===== config.mk =====
export PLATFORM = sky130hd
export DESIGN_NAME = operand_shifter
export DESIGN_NICKNAME = d
export VERILOG_FILES = /design/src/rtl/operand_shifter.sv
export SDC_FILE = /design/constraint.sdc
export NUM_CORES = 1
export LEC_CHECK = 0
export ABC_AREA = 1
export CAP_MARGIN = 30
export CELL_PAD_IN_SITES_DETAIL_PLACEMENT = 2
export CELL_PAD_IN_SITES_GLOBAL_PLACEMENT = 2
export CORE_ASPECT_RATIO = 1.4
export CORE_MARGIN = 8
export CORE_UTILIZATION = 30
export CTS_BUF_LIST = sky130_fd_sc_hd__clkbuf_8
export DETAILED_ROUTE_END_ITERATION = 8
export PLACE_DENSITY = 0.95
export SLEW_MARGIN = 20
export SYNTH_ARGS = -nofsm -noshare
export SYNTH_HDL_FRONTEND = slang
export SYNTH_SLANG_ARGS = --single-unit

===== constraint.sdc =====
create_clock -name clk -period 0.8 [get_ports clk]
set_clock_uncertainty 0.1 [all_clocks]
set_input_delay 0.16 -clock clk [delete_from_list [all_inputs] [get_ports clk]]
set_output_delay 0.16 -clock clk [all_outputs]
set_load 0.05 [all_outputs]

===== src/rtl/operand_shifter.sv =====
module operand_shifter #(
  parameter int DW      = 32,
  parameter int IMMW    = 8,
  parameter int ROTW    = 4,
  parameter int AMTW    = 8,
  parameter bit REG_OUT = 1'b1
) (
  input  logic                   clk,
  input  logic                   rst_n,
  input  logic                   imm_sel,
  input  logic [IMMW-1:0]        imm_val,
  input  logic [ROTW-1:0]        imm_rot,
  input  logic [DW-1:0]          rm_val,
  input  logic                   amt_from_reg,
  input  logic [$clog2(DW)-1:0]  amt_const,
  input  logic [DW-1:0]          rs_val,
  input  logic [1:0]             shift_kind,
  input  logic                   carry_in,
  output logic [DW-1:0]          operand_out,
  output logic                   carry_out
);

  localparam int SHW = $clog2(DW);

  typedef enum logic [1:0] {
    SH_LSL = 2'b00,
    SH_LSR = 2'b01,
    SH_ASR = 2'b10,
    SH_ROR = 2'b11
  } kind_e;

  function automatic logic [DW-1:0] ror_f(input logic [DW-1:0] v, input logic [SHW-1:0] r);
    logic [2*DW-1:0] dbl;
    dbl = {v, v} >> r;
    return dbl[DW-1:0];
  endfunction

  // immediate path
  logic [DW-1:0]  imm_ext;
  logic [SHW-1:0] imm_amt;
  logic [DW-1:0]  imm_res;
  logic           imm_c;

  assign imm_ext = DW'(imm_val);
  assign imm_amt = SHW'({imm_rot, 1'b0});
  assign imm_res = ror_f(imm_ext, imm_amt);
  assign imm_c   = (imm_rot == '0) ? carry_in : imm_res[DW-1];

  // register path
  logic [AMTW-1:0] amt;
  logic [SHW-1:0]  lo;
  logic            over;
  logic            exact;
  logic [DW-1:0]   reg_res;
  logic            reg_c;

  assign amt   = amt_from_reg ? rs_val[AMTW-1:0] : AMTW'(amt_const);
  assign lo    = amt[SHW-1:0];
  assign over  = amt >= AMTW'(DW);
  assign exact = amt == AMTW'(DW);

  always_comb begin
    reg_res = rm_val;
    reg_c   = carry_in;
    if (amt != '0) begin
      unique case (kind_e'(shift_kind))
        SH_LSL: begin
          if (over) begin
            reg_res = '0;
            reg_c   = exact & rm_val[0];
          end else begin
            reg_res = rm_val << lo;
            reg_c   = rm_val[SHW'(DW - int'(lo))];
          end
        end
        SH_LSR: begin
          if (over) begin
            reg_res = '0;
            reg_c   = exact & rm_val[DW-1];
          end else begin
            reg_res = rm_val >> lo;
            reg_c   = rm_val[lo - SHW'(1)];
          end
        end
        SH_ASR: begin
          if (over) begin
            reg_res = {DW{rm_val[DW-1]}};
            reg_c   = rm_val[DW-1];
          end else begin
            reg_res = $signed(rm_val) >>> lo;
            reg_c   = rm_val[lo - SHW'(1)];
          end
        end
        SH_ROR: begin
          reg_res = ror_f(rm_val, lo);
          reg_c   = reg_res[DW-1];
        end
        default: begin
          reg_res = rm_val;
          reg_c   = carry_in;
        end
      endcase
    end
  end

  logic [DW-1:0] nxt_op;
  logic          nxt_c;

  assign nxt_op = imm_sel ? imm_res : reg_res;
  assign nxt_c  = imm_sel ? imm_c   : reg_c;

  generate
    if (REG_OUT) begin : g_reg
      always_ff @(posedge clk or negedge rst_n) begin
        if (!rst_n) begin
          operand_out <= '0;
          carry_out   <= 1'b0;
        end else begin
          operand_out <= nxt_op;
          carry_out   <= nxt_c;
        end
      end
    end else begin : g_comb
      assign operand_out = nxt_op;
      assign carry_out   = nxt_c;
    end
  endgenerate

endmodule


==> impl_metrics.ini, run 1 <==
[run_status]
outcome = stopped before the end
lastStage = clock tree synthesis
error_line = [ERROR DPL-0033] detailed placement checks failed during check placement.

[synth]
synth.avg_cell_area_sq_um = 5.13
synth.largest_area_cell = nand3_1
ys.flop_type = dfrtp_1
async_reset_ff_share_pct = 100
syn_area_sq_mm = 0.00773
yosys.area.top_type_share_pct = 29.7
netlist_instances = 1507
synthMostInstantiatedCell = nand2_1
yosys-top-cells-count = nand2_1, nand3_1, inv_1
ys_top_cells_by_area = nand3_1, nand2_1, dfrtp_1
synth_warnings = 0
synth_cell_types = 41
synth-seq-cells = 33
synth_edf_count = 0
ys_seq_area_share_pct = 10.7
syn_nets = 1596

[clock_network]
cts_max_path_buffers = 2
cts-hold-fix-buffers = 0
numCtsBuffers = 5
cts_root_buf = clkbuf_8
cts_resized = 744
post_cts.repair.setup_buffers = 82
clock_sinks = 33
cts_max_level = 2

[placement]
io_buffers = 96
post-dp-hpwl_um = 64700
gp_congestion = 1.10
place_inst = 2119
pre_cts_slack_ns = -2.70

[floorplan]
ios = 121
core.rowCount = 69
initial_core_util_pct = 30.5
die_h_um = 206
die_x_um = 152
==> cell families after synthesis <==
group	Yosys count	share of synthesized area (%)
muxes	1	0.129
and+or+nand+nor	1093	64.5
AOI/OAI and AO/OA	157	11.3
buffers and inverters	222	13.2
adders and majority gates	1	0.162
DFF	33	10.7
==> metrics by stage <==
step	util (%)	area, sq um
detailed placement	44.9	11400
floorplan	-	7920
global placement	44.9	11400
==> inputs of run 2 (changes only) <==
==> config.mk (replaced) <==
export PLATFORM = sky130hd
export DESIGN_NAME = operand_shifter
export DESIGN_NICKNAME = d
export VERILOG_FILES = /design/src/rtl/operand_shifter.sv
export SDC_FILE = /design/constraint.sdc
export NUM_CORES = 1
export LEC_CHECK = 0
export ABC_AREA = 1
export CAP_MARGIN = 30
export CORE_MARGIN = 8
export CORE_UTILIZATION = 35
export DETAILED_ROUTE_END_ITERATION = 8
export PLACE_DENSITY_LB_ADDON = 0.15
export SLEW_MARGIN = 20
export SYNTH_ARGS = -nofsm -noshare
export SYNTH_HDL_FRONTEND = slang
export SYNTH_SLANG_ARGS = --single-unit
==> run 2 against run 1 <==
The flow now finishes, with violations (negative setup slack); area after synthesis unchanged; synthesized cell count did not move.
==> impl_metrics.ini, run 2 <==
[finish]
drive_above_1_share_pct = 50.0
fillCellCount = 1867
largest_register_ffs = 32
mostFrequentLayoutCell = nand2_1
mostFrequentLayoutCells = nand2_1, buf_4, nand3_1
area_growth_pct = 95.4
reg_top3 = operand_out: 32 flops, carry_out: 1 flops
diodes = 0
fin_area_sq_mm = 0.0151
regMostFlops = operand_out
fin_nets = 1972

[clock_network]
clock_sinks = 33
cts_max_level = 2
clkTransAtPathRegs_ns = 0.06
numCtsBuffers = 5
tritoncts = built
cts_root_buf = clkbuf_16
cts_max_path_buffers = 2

[synth]
syn_area_sq_mm = 0.00773
ys.flop_type = dfrtp_1
synth.avg_cell_area_sq_um = 5.13
netlist_instances = 1507
synth_cell_types = 41
synth_warnings = 0
syn_nets = 1596
async_reset_ff_share_pct = 100
ys_top_cells_by_area = nand3_1, nand2_1, dfrtp_1
yosys.area.top_type_share_pct = 29.7
synth-seq-cells = 33
synth.largest_area_cell = nand3_1
ys_seq_area_share_pct = 10.7
synth_edf_count = 0
synthMostInstantiatedCell = nand2_1
yosys-top-cells-count = nand2_1, nand3_1, inv_1

[placement]
io_buffers = 96
pre_cts_slack_ns = -2.41
placed_area_sq_mm = 0.0116
gp_congestion = 1.01
post-dp-hpwl_um = 39000

[worst_setup_path]
arrival_ns = 2.11
critPathLaunchType = input port
slowest_delay_ns = 0.21
end_kind = flip-flop
slowest_stage = nor2_4
cpLargestDelayFamily = simple AND/OR/NAND/NOR gates
path_buf_inv = 5
worstSetupPathType = input port to flip-flop
crit_fanout = 6
crit_chain = buf_12, inv_8, buf_6, nand2_4, nand2_8, ha_4, nand2_4, nor2_4, buf_6, nor2_4, nor2_4, inv_2, nand3_2, nand2_4, a21oi_2, nand3_1, nand2_1, nand2_1
cp.required_ns = 0.87

[timing]
rsz0062_at_grt = true
fin_crit_sh_pct = 254
relSlewSlack_pct = 71.9
report.final.slew_viol_count = 0
worst_slack_ns = -1.23
hold_violations = 0
finalCriticalPeriod_ns = 2.03
setup_viol = 66
worstMarginPinSlew_ns = 0.417
whs_ns = 0.153
fmax_ghz = 0.492

[power_and_ir_drop]
total_power_mw = 17.2
p_leak_nw = 7.48
vdd_drop_max_mv = 0.728
pwr_density_cell_mw_per_mm2 = 1140

[job]
drv_cap = 0

[global_routing]
antenna_found_initial = 0
grt_pass1_wl_um = 74800
grt_max_degree = 34
grt_util_all_layers_pct = 36.6
grt-ovfl-total = 0
grt_pass1_vias = 12400

[drt]
wl_per_cell_um = 24.2
vias = 13100
drt-total-wl_um = 52400
final_antenna_net_count = 0
post-route-drc-count = 0
drtPass1Iterations = 6
viasPerCell = 6.05
dr.first_iter.drc_count = 1665

[hold_path]
hold_path.class = input port to async pin

[floorplan]
coreArea_sq_mm = 0.0218
initial_core_util_pct = 35.5
ios = 121
core.rowCount = 54
die-area_sq_mm = 0.0271
die_x_um = 165
die_h_um = 165

[run_status]
outcome = complete, but fails checks
violations = negative setup slack
-- run 2: power breakdown --
| group | switching, mW | internal (mW) |
|---|---|---|
| registers | 0.198 | 1.92 |
| clock network | 0.752 | 1.14 |
| logic | 7.84 | 5.35 |
| total | 8.79 | 8.41 |
-- run 2: timing repair --
item                       CTS  global route
cloned                      13             0
hold buffers                 0             0
setup buffers               46            10
pin swaps                  115           105
setup endpoints to repair   66            66
resized for setup          443           257
-- run 2: final cells by class --
class	instances	area (sq um)	share of cell area, %
clock buffer	5	125	0.828
multi-input combinational	1256	8330	55.1
clock inverter	3	17.5	0.116
sequential	33	866	5.73
tap	280	350	2.32
timing repair buffer	455	4870	32.3
inverter	132	542	3.59
-- run 2: worst max-delay path by stage --
stage | start | end | depth (start not counted)
after floorplan | amt_from_reg | carry_out$_DFF_PN0_ | 17
after global placement | amt_from_reg | carry_out$_DFF_PN0_ | 18
after detailed placement | amt_from_reg | carry_out$_DFF_PN0_ | 18
after CTS | amt_from_reg | operand_out[20]$_DFF_PN0_ | 16
after global routing | rm_val[16] | operand_out[18]$_DFF_PN0_ | 15
final | amt_from_reg | carry_out$_DFF_PN0_ | 18
-- run 2: routing by layer --
layer | part of all wire, % | vias up | GRT usage, %
met3 | 11 | 273 | 7.05
met5 | 0 | - | 0
met1 | 37 | 6122 | 45.1
li1 | - | 5811 | -
met4 | 9.4 | 0 | 25.8
met2 | 43 | 895 | 56.6
-- run 2: through the flow --
step           utilization [%]  setup TNS, ns  instances
3_5_place_dp              53.2         -72.92       2092
3_3_place_gp              53.2         -70.55       2092
6_report                  69.4         -47.18       2164
5_1_grt                   69.4         -49.66       2164
2_1_floorplan                -         -35.58       1507
4_1_cts                   64.5         -46.20       2158
-- run 2: logic make-up after synthesis --
group / count (synthesis) / synth area share (%)
mux: 1 / 0.129
flops: 33 / 10.7
buf+inv: 222 / 13.2
compound gates: 157 / 11.3
fa+ha+maj: 1 / 0.162
simple gates: 1093 / 64.5
Power figures use the tool's default switching activity.
==> inputs of run 3 (changes only) <==
--- a/config.mk
+++ b/config.mk
@@ -9,6 +9,7 @@
 export CAP_MARGIN = 30
 export CORE_MARGIN = 8
 export CORE_UTILIZATION = 35
+export CTS_BUF_LIST = sky130_fd_sc_hd__clkbuf_4 sky130_fd_sc_hd__clkbuf_8
 export DETAILED_ROUTE_END_ITERATION = 8
 export PLACE_DENSITY_LB_ADDON = 0.15
 export SLEW_MARGIN = 20
==> constraint.sdc (replaced) <==
create_clock -name clk -period 1.9 [get_ports clk]
set_clock_uncertainty 0.1 [all_clocks]
set_input_delay 0.38 -clock clk [delete_from_list [all_inputs] [get_ports clk]]
set_output_delay 0.38 -clock clk [all_outputs]
set_load 0.05 [all_outputs]
==> run 3 against run 2 <==
Largest cell class unchanged; global-route usage increased by 0.10 points; clock power down 70%; the flow still finishes with violations (negative setup slack); worst hold slack improved by 0.25 ns.
==> impl_metrics.ini, run 3 (same netlist as run 2, synthesis figures left out) <==
[clock_network]
cts_max_path_buffers = 2
clock_sinks = 33
tritoncts = built
clkTransAtPathRegs_ns = 0.09
cts_max_level = 2
cts-hold-fix-buffers = 0
cts_root_buf = clkbuf_8
numCtsBuffers = 5

[hold_path]
hold_path.class = input port to async pin

[floorplan]
core.rowCount = 54
initial_core_util_pct = 35.5
ios = 121
die-area_sq_mm = 0.0271
coreArea_sq_mm = 0.0218
die_h_um = 165
die_x_um = 165

[finish]
post-route-util_pct = 64.5
mostFrequentLayoutCells = nand2_1, buf_4, nand3_1
fin_cells = 2137
reg_top3 = operand_out: 32 flops, carry_out: 1 flops
mostFrequentLayoutCell = nand2_1
drive_above_1_share_pct = 44.8
fillCellCount = 2061
fin_area_sq_mm = 0.0140
fin_nets = 1945
area_growth_pct = 81.6
diodes = 0
largest_register_ffs = 32
regMostFlops = operand_out

[placement]
post-dp-hpwl_um = 38900
gp_congestion = 1.06
placed_area_sq_mm = 0.0109
place_inst = 2064
pre_cts_slack_ns = -1.19
io_buffers = 96

[global_routing]
grt_util_all_layers_pct = 36.7
grt-ovfl-total = 0
antenna_found_initial = 0
grt_pass1_wl_um = 74900
grt_pass1_vias = 12200
grt_max_degree = 34

[drt]
vias = 13000
viasPerCell = 6.08
dr.first_iter.drc_count = 1723
wl_per_cell_um = 24.2
drt-total-wl_um = 51700
final_antenna_net_count = 0
drtPass1Iterations = 8
post-route-drc-count = 0

[timing]
rsz0062_at_grt = true
finalCriticalPeriod_ns = 2.24
final.setup.tns_ns = -7.56
fmax_ghz = 0.446
setup_viol = 33
report.final.slew_viol_count = 0
relSlewSlack_pct = 68.0
whs_ns = 0.398
hold_violations = 0
worst_slack_ns = -0.343
fin_crit_sh_pct = 118
worstMarginPinSlew_ns = 0.480

[power_and_ir_drop]
p_leak_nw = 7.12
total_power_mw = 6.52
vdd_drop_max_mv = 0.361
pwr_density_cell_mw_per_mm2 = 465

[run_status]
outcome = complete, but fails checks
violations = negative setup slack

[worst_setup_path]
slowest_delay_ns = 0.32
critPathLaunchType = input port
slowest_stage = ha_4
crit_chain = buf_8, buf_12, nand2_1, nand2_4, ha_4, inv_6, nand3_1, nand2_1, nand2_1, nand3_1, nand3_1, nand2_2, a21oi_2, nand3_1, nand2_1, nand2_1
path_buf_inv = 3
crit_fanout = 13
end_kind = flip-flop
cp.required_ns = 1.99
cp_common_cell = nand2_1
arrival_ns = 2.33
cpLargestDelayFamily = simple AND/OR/NAND/NOR gates
worstSetupPathType = input port to flip-flop

[job]
drv_cap = 0
## run 3: changes by cell type in the layout (fill, tap and decap cells not counted), sizes merged
| cell | change |
|---|---|
| nand2 | -1 |
| clkinv | -1 |
| o21ai | -1 |
| dlygate4sd2 | +3 |
| buf | -26 |
| dlymetal6s2s | -8 |
| inv | +1 |
| clkdlybuf4s15 | -1 |
| bufbuf | -1 |
| clkdlybuf4s50 | +6 |
| clkbuf | +2 |
## run 3: final timing paths
kind | cells past startpoint | to | from
min in group clk | 5 | operand_out[14]$_DFF_PN0_ | rm_val[14]
max in group asynchronous | 2 | operand_out[23]$_DFF_PN0_ | rst_n
worst max-delay path | 16 | carry_out$_DFF_PN0_ | amt_from_reg
worst min-delay path | 2 | operand_out[31]$_DFF_PN0_ | rst_n
## run 3: area by class of cell
class / instances / area, sq um / share of cell area [%]
clock buffer: 5 / 68.8 / 0.490
clock inverter: 3 / 17.5 / 0.125
inverter: 132 / 534 / 3.81
multi-input combinational: 1254 / 7990 / 56.9
sequential: 33 / 826 / 5.88
tap: 280 / 350 / 2.50
timing repair buffer: 430 / 4250 / 30.3
## run 3: power by group
part	switching, mW	leakage (nW)	internal [mW]
logic	3.19	6.64	1.93
clock network	0.321	0.0439	0.254
registers	0.0336	0.430	0.789
total	3.55	7.12	2.98
## run 3: what timing repair did
action,CTS,global route
cloned,12,2
buffers inserted,43,10
gates resized for setup,463,145
pin swaps,106,41
setup endpoints to repair,33,33
## run 3: metal layers
layer	share of wire, %	global-route usage, %	vias to the layer above
met3	12	7.63	226
met4	8.1	23.1	0
li1	-	-	5775
met5	0	0	-
met1	38	46.3	6048
met2	42	56.4	946
